**src/rtl/dly_pkg.sv**
```systemverilog
package dly_pkg;
  typedef enum logic [1:0] {
    MODE_ONESHOT = 2'b00,
    MODE_OPERATE = 2'b01,
    MODE_RELEASE = 2'b10,
    MODE_DUAL    = 2'b11
  } dly_mode_e;
endpackage

```
**src/rtl/dly_trig_edge.sv**
```systemverilog
module dly_trig_edge (
  input  logic clk,
  input  logic trig_in,
  output logic level,
  output logic rise,
  output logic fall
);
  logic prev_lvl;

  // trigger is captured on the falling clock edge
  always_ff @(negedge clk) level <= trig_in;

  always_ff @(posedge clk) prev_lvl <= level;

  assign rise = level & ~prev_lvl;
  assign fall = ~level & prev_lvl;
endmodule

```
**src/rtl/dly_prescaler.sv**
```systemverilog
module dly_prescaler #(
  parameter int DIV_A = 3000,
  parameter int DIV_B = 3600
) (
  input  logic clk,
  input  logic rst,
  input  logic restart,
  input  logic en,
  input  logic alt,
  output logic tick
);
  localparam int MAXD = (DIV_A > DIV_B) ? DIV_A : DIV_B;
  localparam int W    = (MAXD > 1) ? $clog2(MAXD) : 1;
  localparam logic [W-1:0] LIM_A = W'(DIV_A - 1);
  localparam logic [W-1:0] LIM_B = W'(DIV_B - 1);

  logic         en_q, alt_q;
  logic [W-1:0] pcnt;
  logic [W-1:0] lim_m1;

  assign lim_m1 = alt_q ? LIM_B : LIM_A;
  assign tick   = !en_q || (pcnt == lim_m1);

  always_ff @(posedge clk) begin
    if (rst) begin
      pcnt  <= '0;
      en_q  <= 1'b0;
      alt_q <= 1'b0;
    end else if (restart) begin
      pcnt  <= '0;
      en_q  <= en;
      alt_q <= alt;
    end else if (en_q) begin
      pcnt <= (pcnt == lim_m1) ? '0 : pcnt + 1'b1;
    end
  end

  p_pcnt_range_r8: assert property (@(posedge clk) disable iff (rst)
    en_q |-> (pcnt <= lim_m1));
  p_restart_phase_r8: assert property (@(posedge clk) disable iff (rst)
    restart |=> (pcnt == '0));
endmodule

```
**src/rtl/dly_counter.sv**
```systemverilog
module dly_counter #(
  parameter int CW = 8
) (
  input  logic          clk,
  input  logic          rst,
  input  logic          load,
  input  logic          cancel,
  input  logic          tick,
  input  logic [CW-1:0] load_val,
  output logic          expire,
  output logic          busy
);
  logic [CW-1:0] cnt;

  assign expire = busy && tick && (cnt == '0) && !load && !cancel;

  always_ff @(posedge clk) begin
    if (rst) begin
      busy <= 1'b0;
      cnt  <= '0;
    end else if (load) begin
      busy <= 1'b1;
      cnt  <= load_val;
    end else if (cancel) begin
      busy <= 1'b0;
    end else if (busy && tick) begin
      if (cnt == '0) busy <= 1'b0;
      else           cnt  <= cnt - 1'b1;
    end
  end

  p_abort_r10: assert property (@(posedge clk)
    rst |=> !busy);
  p_load_busy_r7: assert property (@(posedge clk) disable iff (rst)
    load |=> (busy && cnt == $past(load_val)));
  p_hold_between_ticks_r7: assert property (@(posedge clk) disable iff (rst)
    (busy && !tick && !load && !cancel) |=> $stable(cnt));
endmodule

```
**src/rtl/prog_delay_timer.sv**
```systemverilog
module prog_delay_timer
  import dly_pkg::*;
#(
  parameter int DELAY_W = 8,
  parameter int DIV_A   = 3000,
  parameter int DIV_B   = 3600
) (
  input  logic               clk,
  input  logic               rst,
  input  logic               trig,
  input  logic [1:0]         mode,
  input  logic [DELAY_W-1:0] delay,
  input  logic               pre_en,
  input  logic               pre_alt,
  output logic               dout
);
  logic      trig_lvl, rise, fall;
  logic      start, cancel, force_en, force_val;
  logic      tick, expire, busy;
  logic      expire_val, idle_val;
  dly_mode_e live_mode, held_mode;

  assign live_mode = dly_mode_e'(mode);

  dly_trig_edge u_edge (
    .clk     (clk),
    .trig_in (trig),
    .level   (trig_lvl),
    .rise    (rise),
    .fall    (fall)
  );

  dly_prescaler #(.DIV_A(DIV_A), .DIV_B(DIV_B)) u_pre (
    .clk     (clk),
    .rst     (rst),
    .restart (start),
    .en      (pre_en),
    .alt     (pre_alt),
    .tick    (tick)
  );

  dly_counter #(.CW(DELAY_W)) u_cnt (
    .clk      (clk),
    .rst      (rst),
    .load     (start),
    .cancel   (cancel),
    .tick     (tick),
    .load_val (delay),
    .expire   (expire),
    .busy     (busy)
  );

  // edge decode follows the live mode
  always_comb begin
    start     = 1'b0;
    cancel    = 1'b0;
    force_en  = 1'b0;
    force_val = 1'b0;
    case (live_mode)
      MODE_ONESHOT: begin
        if (rise) begin
          start    = 1'b1;
          force_en = 1'b1;
        end
      end
      MODE_OPERATE: begin
        if (rise) start = 1'b1;
        else if (fall) begin
          cancel    = 1'b1;
          force_en  = 1'b1;
          force_val = 1'b1;
        end
      end
      MODE_RELEASE: begin
        if (fall) start = 1'b1;
        else if (rise) begin
          cancel   = 1'b1;
          force_en = 1'b1;
        end
      end
      default: begin
        if (rise || fall) start = 1'b1;
      end
    endcase
  end

  // expiry level follows the mode captured at launch
  always_comb begin
    case (held_mode)
      MODE_ONESHOT: expire_val = 1'b1;
      MODE_OPERATE: expire_val = 1'b0;
      MODE_RELEASE: expire_val = 1'b1;
      default:      expire_val = ~trig_lvl;
    endcase
  end

  assign idle_val = live_mode[1] ? ~trig_lvl : 1'b1;

  always_ff @(posedge clk) begin
    if (rst) begin
      held_mode <= MODE_ONESHOT;
      dout      <= idle_val;
    end else begin
      if (start) held_mode <= live_mode;
      if (force_en)    dout <= force_val;
      else if (expire) dout <= expire_val;
    end
  end

  p_os_rise_low_r2: assert property (@(posedge clk) disable iff (rst)
    (live_mode == MODE_ONESHOT && rise) |=> !dout);
  p_op_fall_high_r4: assert property (@(posedge clk) disable iff (rst)
    (live_mode == MODE_OPERATE && fall) |=> (dout && !busy));
  p_rel_rise_low_r5: assert property (@(posedge clk) disable iff (rst)
    (live_mode == MODE_RELEASE && rise) |=> (!dout && !busy));
  p_dual_expire_r6: assert property (@(posedge clk) disable iff (rst)
    (expire && held_mode == MODE_DUAL) |=> (dout == !$past(trig_lvl)));
  p_os_fall_quiet_r3: assert property (@(posedge clk) disable iff (rst)
    (live_mode == MODE_ONESHOT && fall && !expire) |=> $stable(dout));
endmodule

```
**config.mk**
```make
export PLATFORM = sky130hd
export DESIGN_NAME = prog_delay_timer
export DESIGN_NICKNAME = d
export VERILOG_FILES = /design/src/rtl/dly_pkg.sv /design/src/rtl/dly_trig_edge.sv /design/src/rtl/dly_prescaler.sv /design/src/rtl/dly_counter.sv /design/src/rtl/prog_delay_timer.sv
export SDC_FILE = /design/constraint.sdc
export NUM_CORES = 1
export LEC_CHECK = 0
export ABC_AREA = 1
export BUFFER_PORTS_ARGS = -buffer_cell sky130_fd_sc_hd__buf_2
export CAP_MARGIN = 20
export CORE_ASPECT_RATIO = 1.5
export CORE_MARGIN = 2
export CORE_UTILIZATION = 31
export CTS_BUF_LIST = sky130_fd_sc_hd__clkbuf_4
export CTS_CLUSTER_DIAMETER = 150
export CTS_CLUSTER_SIZE = 25
export DETAILED_ROUTE_END_ITERATION = 12
export GPL_TIMING_DRIVEN = 0
export PLACE_DENSITY = 0.45
export SETUP_SLACK_MARGIN = 0.02
export SYNTH_ARGS = -nofsm -noshare
export SYNTH_HDL_FRONTEND = slang
export SYNTH_SLANG_ARGS = --single-unit
```
**constraint.sdc**
```tcl
create_clock -name clk -period 2.35 [get_ports clk]
set_clock_uncertainty 0.2 [all_clocks]
set_input_delay 0.1175 -clock clk [delete_from_list [all_inputs] [get_ports clk]]
set_output_delay 0.1175 -clock clk [all_outputs]
set_load 0.01 [all_outputs]
```
==> results.yml, run 1 <==
placed_design:
  post-dp-hpwl_mm: 3.05
  routabilityCongestion: 0.775
  port_buffers: 15
floorplan:
  core_region_area_um2: 5410
  die_h_um: 95.1
  dieArea_um2: 6150
  start_util_pct: 31.7
  placementRows: 33
  ioPinCount: 16
  die_width_um: 64.7
detailed_routing:
  dr.pass1.iters: 4
  routed_wl_mm: 4.47
  drc: 0
  wl_per_cell_um: 11.9
  antenna_left: 0
  via_count: 1720
  drt_iter0_markers: 48
  vias_per_cell: 4.56
finish:
  final.fill_count: 563
  utilization_pct: 47.8
  layout_common_cells: "nand2_1, nor2_1, inv_1, dfxtp_1, nand2_2"
  nets: 333
  syn2layout_area_growth_pct: 50.8
  final_common_cell: "nand2_1"
  multiInputGateArea_um2: 1200
  drive_above_1_share_pct: 39.1
  diodes: 0
  regArea_um2: 574
timing:
  tightest_slew_ns: 0.430
  setup_viol: 27
  final_max_slew_viol_count: 0
  hold_viol_final: 0
  rsz0062_at_grt: "yes"
  max-slew-margin-rel_pct: 71.2
  fin_ws_ns: -0.649
clock_tree:
  cts.path.max_buffers: 2
  cts_buffers: 3
  clkTransAtPathRegs_ns: 0.17
  htree_num_levels: 1
  cts_tree: "yes"
  cts-root-buf: "clkbuf_4"
  clock_sinks: 28
  clock_latency_ns: 0.40
critical_path:
  crit_type: "register to register"
  cp_max_fo: 4
  critPathMostFrequentCell: "nand2_2"
  critPathSlowestCell: "dfxtp_4"
  cp_cell_sequence: "inv_4 > ha_4 > nand2_2 > nand2_2 > o21ai_4 > buf_6 > buf_8 > nand2_2 > o21ai_2"
  crit_required_ns: 2.24
  crit_start: "u_edge.level$_DFF_N_"
  crit_end: "dout$_DFFE_PP_"
  critPathMaxStageDelay_ns: 0.38
  end_kind: "register"
  cp-start-kind: "register"
  ff2ff_path_depth: 9
  r2r-end: "dout$_DFFE_PP_"
  worstReg2RegStart: "u_edge.level$_DFF_N_"
  worst-r2r-setup-slack_ns: -0.65
  worstPathArrival_ns: 2.89
global_routing:
  grt_start_max_net_pins: 16
  top_usage_layer: "met2"
  grt_pass1_vias: 1709
  antenna_found_initial: 0
  grtUsageMet3_pct: 1.53
  grt-ovfl-total: 0
  grtUsageTotal_pct: 16.2
  grt_pass1_wl_mm: 7.75
  met2_usage_pct: 31.9
  use_met1_pct: 17.6
synthesis:
  synthCells: 250
  syn_area_um2: 1710
  synth_area_per_cell_um2: 6.86
  ys_warn_count: 0
  ys_ff_latch: 28
  syn_nets: 275
  yosysSeqAreaShare_pct: 33.3
  synth_cell_types: 26
pwr:
  p_leak_nw: 1.14
  p_per_area_nw_per_um2: 508
  vdd_ir_drop_max_v: 0.000306
  power_mw: 1.31
run_status:
  outcome: "finished with violations"
  violations: "negative setup slack"
min_path:
  hp-class: "input port to register"
job:
  cap_viol_max_count: 0
kinds of logic (layout without fill, tap and decap cells):
family | count (synthesis) | count (layout) | synth area share (%)
buffers and inverters | 41 | 98 | 10.1
AO/OA/AOI/OAI | 29 | 29 | 8.47
adder cells (fa/ha/maj) | 10 | 10 | 7.30
XOR/XNOR | 8 | 8 | 4.09
flip-flops | 28 | 28 | 33.3
AND/OR/NAND/NOR | 134 | 134 | 36.8
state kept, by name (all words and copies together) (netlist names):
signal,flops
dout,1
held_mode,2
u_cnt.busy,1
u_cnt.cnt,8
u_edge.level,1
u_edge.prev_lvl,1
u_pre.alt_q,1
u_pre.en_q,1
u_pre.pcnt,12
Yosys cell counts:
library cell | n | share of area [%]
nand2_4 | 2 | 1.3
nand3_4 | 1 | 1.0
o21ai_0 | 12 | 3.5
xnor2_1 | 3 | 1.5
inv_1 | 31 | 6.8
nor3_2 | 2 | 1.2
nand2_2 | 2 | 0.73
clkinv_1 | 1 | 0.22
nor3_1 | 3 | 0.88
inv_2 | 3 | 0.66
buf_4 | 2 | 0.88
nor3b_1 | 2 | 0.88
nor2_2 | 3 | 1.1
ha_1 | 10 | 7.3
buf_2 | 3 | 0.88
a21oi_1 | 15 | 4.4
xor2_1 | 5 | 2.6
nand3_1 | 23 | 6.7
dfxtp_1 | 27 | 32
o21ai_1 | 2 | 0.58
and3_1 | 1 | 0.37
buf_6 | 1 | 0.66
nand2_1 | 55 | 12
nand3_2 | 5 | 2.9
edfxtp_1 | 1 | 1.8
nor2_1 | 35 | 7.7
where the power goes:
group / total, mW / internal [mW] / switching (mW)
sequential: 0.550 / 0.517 / 0.0338
combinational: 0.534 / 0.254 / 0.280
clock: 0.228 / 0.0658 / 0.162
area by class of cell:
cell class / count / area share [%]
flip-flops and latches: 28 / 22.2
well taps: 70 / 3.39
plain buffers: 6 / 2.81
repair buffers: 53 / 18.6
multi-input cells: 181 / 46.4
clock buffers: 3 / 0.871
clock inverters: 2 / 0.290
inverters: 34 / 5.42
layer usage:
metal	share of wire, %	routed length [um]	vias up
li1	-	-	902
met1	39	1750	802
met2	58	2600	11
met3	1.3	58	5
met4	1.4	64	0
met5	0	0	-
what timing repair did:
item	CTS	global route
buffers inserted	22	3
pin swaps	14	21
cloned	3	0
hold buffers	13	0
endpoints found under the setup margin	27	27
gates resized for setup	55	28
hold endpoints to repair	15	0
critical path, delay by kind of cell, from the launching register on:
kind	cells	cell delay [ns]
AND/OR/NAND/NOR	3	0.17
AO/OA/AOI/OAI	2	0.31
buffers and inverters	3	0.31
flip-flops	1	0.38
adder cells (fa/ha/maj)	1	0.15
metrics by stage:
| stage | worst slack, ns | std cells | instance area [um2] | setup TNS, ns | hold slack (ns) |
|---|---|---|---|---|---|
| floorplan | -0.556 | 250 | 1740 | -9.51 | -0.0134 |
| global placement | -0.815 | 335 | 1900 | -17.15 | 0.155 |
| detailed placement | -0.784 | 335 | 1900 | -16.56 | 0.148 |
| CTS | -0.632 | 374 | 2470 | -13.56 | 0.295 |
| global route | -0.700 | 377 | 2580 | -16.57 | 0.322 |
| finish | -0.649 | 377 | 2580 | -14.70 | 0.297 |
how the worst min path moves through the flow:
stage | slack (ns) | end | cells after the start | startpoint
3_5_place_dp | 0.15 | u_cnt.busy$_SDFFE_PP0P_ | 2 | rst
6_report | 0.30 | u_cnt.busy$_SDFFE_PP0P_ | 3 | rst
5_1_grt | 0.32 | u_cnt.busy$_SDFFE_PP0P_ | 3 | rst
2_1_floorplan | -0.01 | u_cnt.busy$_SDFFE_PP0P_ | 1 | rst
4_1_cts | 0.29 | u_cnt.busy$_SDFFE_PP0P_ | 3 | rst
3_3_place_gp | 0.16 | u_cnt.busy$_SDFFE_PP0P_ | 2 | rst
Power figures use the tool's default switching activity.
==> run 2: changes to the inputs <==
--- a/config.mk
+++ b/config.mk
@@ -8,7 +8,7 @@
 export ABC_AREA = 1
 export BUFFER_PORTS_ARGS = -buffer_cell sky130_fd_sc_hd__buf_2
 export CAP_MARGIN = 20
-export CORE_ASPECT_RATIO = 1.5
+export CORE_ASPECT_RATIO = 0.8
 export CORE_MARGIN = 2
 export CORE_UTILIZATION = 31
 export CTS_BUF_LIST = sky130_fd_sc_hd__clkbuf_4
@@ -17,7 +17,8 @@
 export DETAILED_ROUTE_END_ITERATION = 12
 export GPL_TIMING_DRIVEN = 0
 export PLACE_DENSITY = 0.45
-export SETUP_SLACK_MARGIN = 0.02
+export SETUP_SLACK_MARGIN = 0.3
 export SYNTH_ARGS = -nofsm -noshare
 export SYNTH_HDL_FRONTEND = slang
 export SYNTH_SLANG_ARGS = --single-unit
+export TNS_END_PERCENT = 10
==> run 2 against run 1 <==
Compared with the run above:
- routed wire length shrank 4.4%
- flip-flop and latch count stayed put
- combinational power is 17% lower
- global-route usage decreased by 0.95 points
- clock-buffer cell count stayed put
- power is 7.8% lower
- first-iteration DRC count is 4.2% higher
- sequential share of layout area rose by 2.6 points
- worst setup slack worse by 0.0090 ns
- the flow still finishes with violations (negative setup slack)
- die area fell by 0.14%
- critical endpoint unchanged
- clock power down 5%
==> results.yml, run 2 (synthesized netlist as in run 1, its figures left out) <==
critical_path:
  crit_type: "register to register"
  crit_family: "flip-flops"
  critPathMaxStageDelay_ns: 0.38
  cp_cell_sequence: "inv_4 > ha_4 > nand2_2 > nand2_2 > o21ai_4 > buf_6 > buf_8 > nand2_4 > o21ai_2"
  cp-start-kind: "register"
  worstPathArrival_ns: 2.88
  critPathMostFrequentCell: "nand2_2"
  critPathSlowestCell: "dfxtp_4"
  cp_max_fo: 4
  critPathBufInv: 3
  crit_required_ns: 2.22
  end_kind: "register"
timing:
  tightest_slew_ns: 0.411
  fin_ws_ns: -0.658
  final_max_slew_viol_count: 0
  finalSetupTns_ns: -14.69
  setup_viol: 27
  hold_viol_final: 0
  max-slew-margin-rel_pct: 72.5
  rsz0062_at_grt: "yes"
run_status:
  violations: "negative setup slack"
  outcome: "finished with violations"
detailed_routing:
  via_count: 1605
  vias_per_cell: 4.45
  antenna_left: 0
  dr.pass1.iters: 4
  wl_per_cell_um: 11.8
  drt_iter0_markers: 50
  routed_wl_mm: 4.27
  drc: 0
floorplan:
  start_util_pct: 31.7
  core_region_area_um2: 5410
  die_h_um: 70.5
  placementRows: 24
  dieArea_um2: 6140
  die_width_um: 87.1
  ioPinCount: 16
pwr:
  p_per_area_nw_per_um2: 522
  vdd_ir_drop_max_v: 0.000262
  p_leak_nw: 1.02
finish:
  fin_area_um2: 2320
  nets: 322
  top_regs: "u_pre.pcnt: 12 flops, u_cnt.cnt: 8 flops, held_mode: 2 flops"
  final.fill_count: 554
  layout_common_cells: "nand2_1, nor2_1, inv_1, dfxtp_1, nand3_1"
  utilization_pct: 42.9
  largest_reg_flops: 12
  top_register: "u_pre.pcnt"
  drive_above_1_share_pct: 28.4
  final_common_cell: "nand2_1"
  diodes: 0
  syn2layout_area_growth_pct: 35.2
clock_tree:
  cts.path.max_buffers: 2
  cts-root-buf: "clkbuf_4"
  htree_num_levels: 1
  clock_latency_ns: 0.38
  clock_sinks: 28
  cts_buffers: 3
  cts_tree: "yes"
  clkTransAtPathRegs_ns: 0.16
placed_design:
  routabilityCongestion: 0.738
  port_buffers: 15
  dpl_cell_area_um2: 1900
  post-dp-hpwl_mm: 2.85
global_routing:
  grt_pass1_vias: 1668
  grt-ovfl-total: 0
  grtUsageTotal_pct: 15.2
  antenna_found_initial: 0
  grt_start_max_net_pins: 16
  grt_pass1_wl_mm: 7.35
min_path:
  hp-class: "input port to register"
job:
  cap_viol_max_count: 0
[run 2: cell types whose count changed in the layout (fill, tap and decap cells not counted), sizes merged]
cell	change
buf	-11
[run 2: cell type report]
cell class	count	area (um2)	share of cell area, %
Inverter	34	133	5.72
Buffer	6	65.1	2.81
Sequential cell	28	574	24.8
Tap cell	65	81.3	3.51
Clock buffer	3	22.5	0.972
Clock inverter	2	7.51	0.324
Multi-Input combinational cell	181	1090	47.0
Timing Repair Buffer	42	345	14.9
[run 2: per-layer routing]
metal	vias to the layer above	GRT usage, %	part of all wire, %
met3	5	3.31	2.3
met4	0	4.62	0.80
li1	882	-	-
met1	705	19.9	52
met5	-	0	0
met2	13	25.0	45
[run 2: metrics by stage]
stage,setup WS (ns),instances,hold WS (ns),total power [mW]
floorplan,-0.556,250,-0.0134,0.817
global placement,-0.852,330,0.129,0.901
detailed placement,-0.832,330,0.138,0.899
CTS,-0.648,359,0.280,1.21
global route,-0.817,361,0.291,1.31
finish,-0.658,361,0.304,1.21
[run 2: worst register-to-register path: stages (launching register included)]
cell and delay (ns):
dfxtp_4 0.38, inv_4 0.04, ha_4 0.15, nand2_2 0.05
nand2_2 0.06, o21ai_4 0.22, buf_6 0.15, buf_8 0.11
nand2_4 0.04, o21ai_2 0.11
[run 2: worst paths after layout]
path / start / to / slack (ns) / cells after the start
hold reg to reg: u_pre.pcnt[1]$_SDFFE_PP0P_ / u_pre.pcnt[1]$_SDFFE_PP0P_ / 0.32 / 2
setup reg to reg: u_edge.level$_DFF_N_ / dout$_DFFE_PP_ / -0.66 / 9
hold / removal: rst / u_cnt.busy$_SDFFE_PP0P_ / 0.30 / 3
setup / recovery: u_edge.level$_DFF_N_ / dout$_DFFE_PP_ / -0.66 / 9
[run 2: timing repair]
item,in CTS,in global routing
cloned,1,0
pin swaps,11,9
endpoints found under the setup margin,27,27
gates resized for setup,32,14
hold endpoints to repair,16,0
buffers inserted,11,2
hold buffers,13,0
[run 2: power by group]
group          internal, mW  switching (mW)  leakage, nW  total (mW)
clock network        0.0656           0.152       0.0234       0.217
logic                 0.199           0.244        0.770       0.443
registers             0.516          0.0321        0.231       0.549
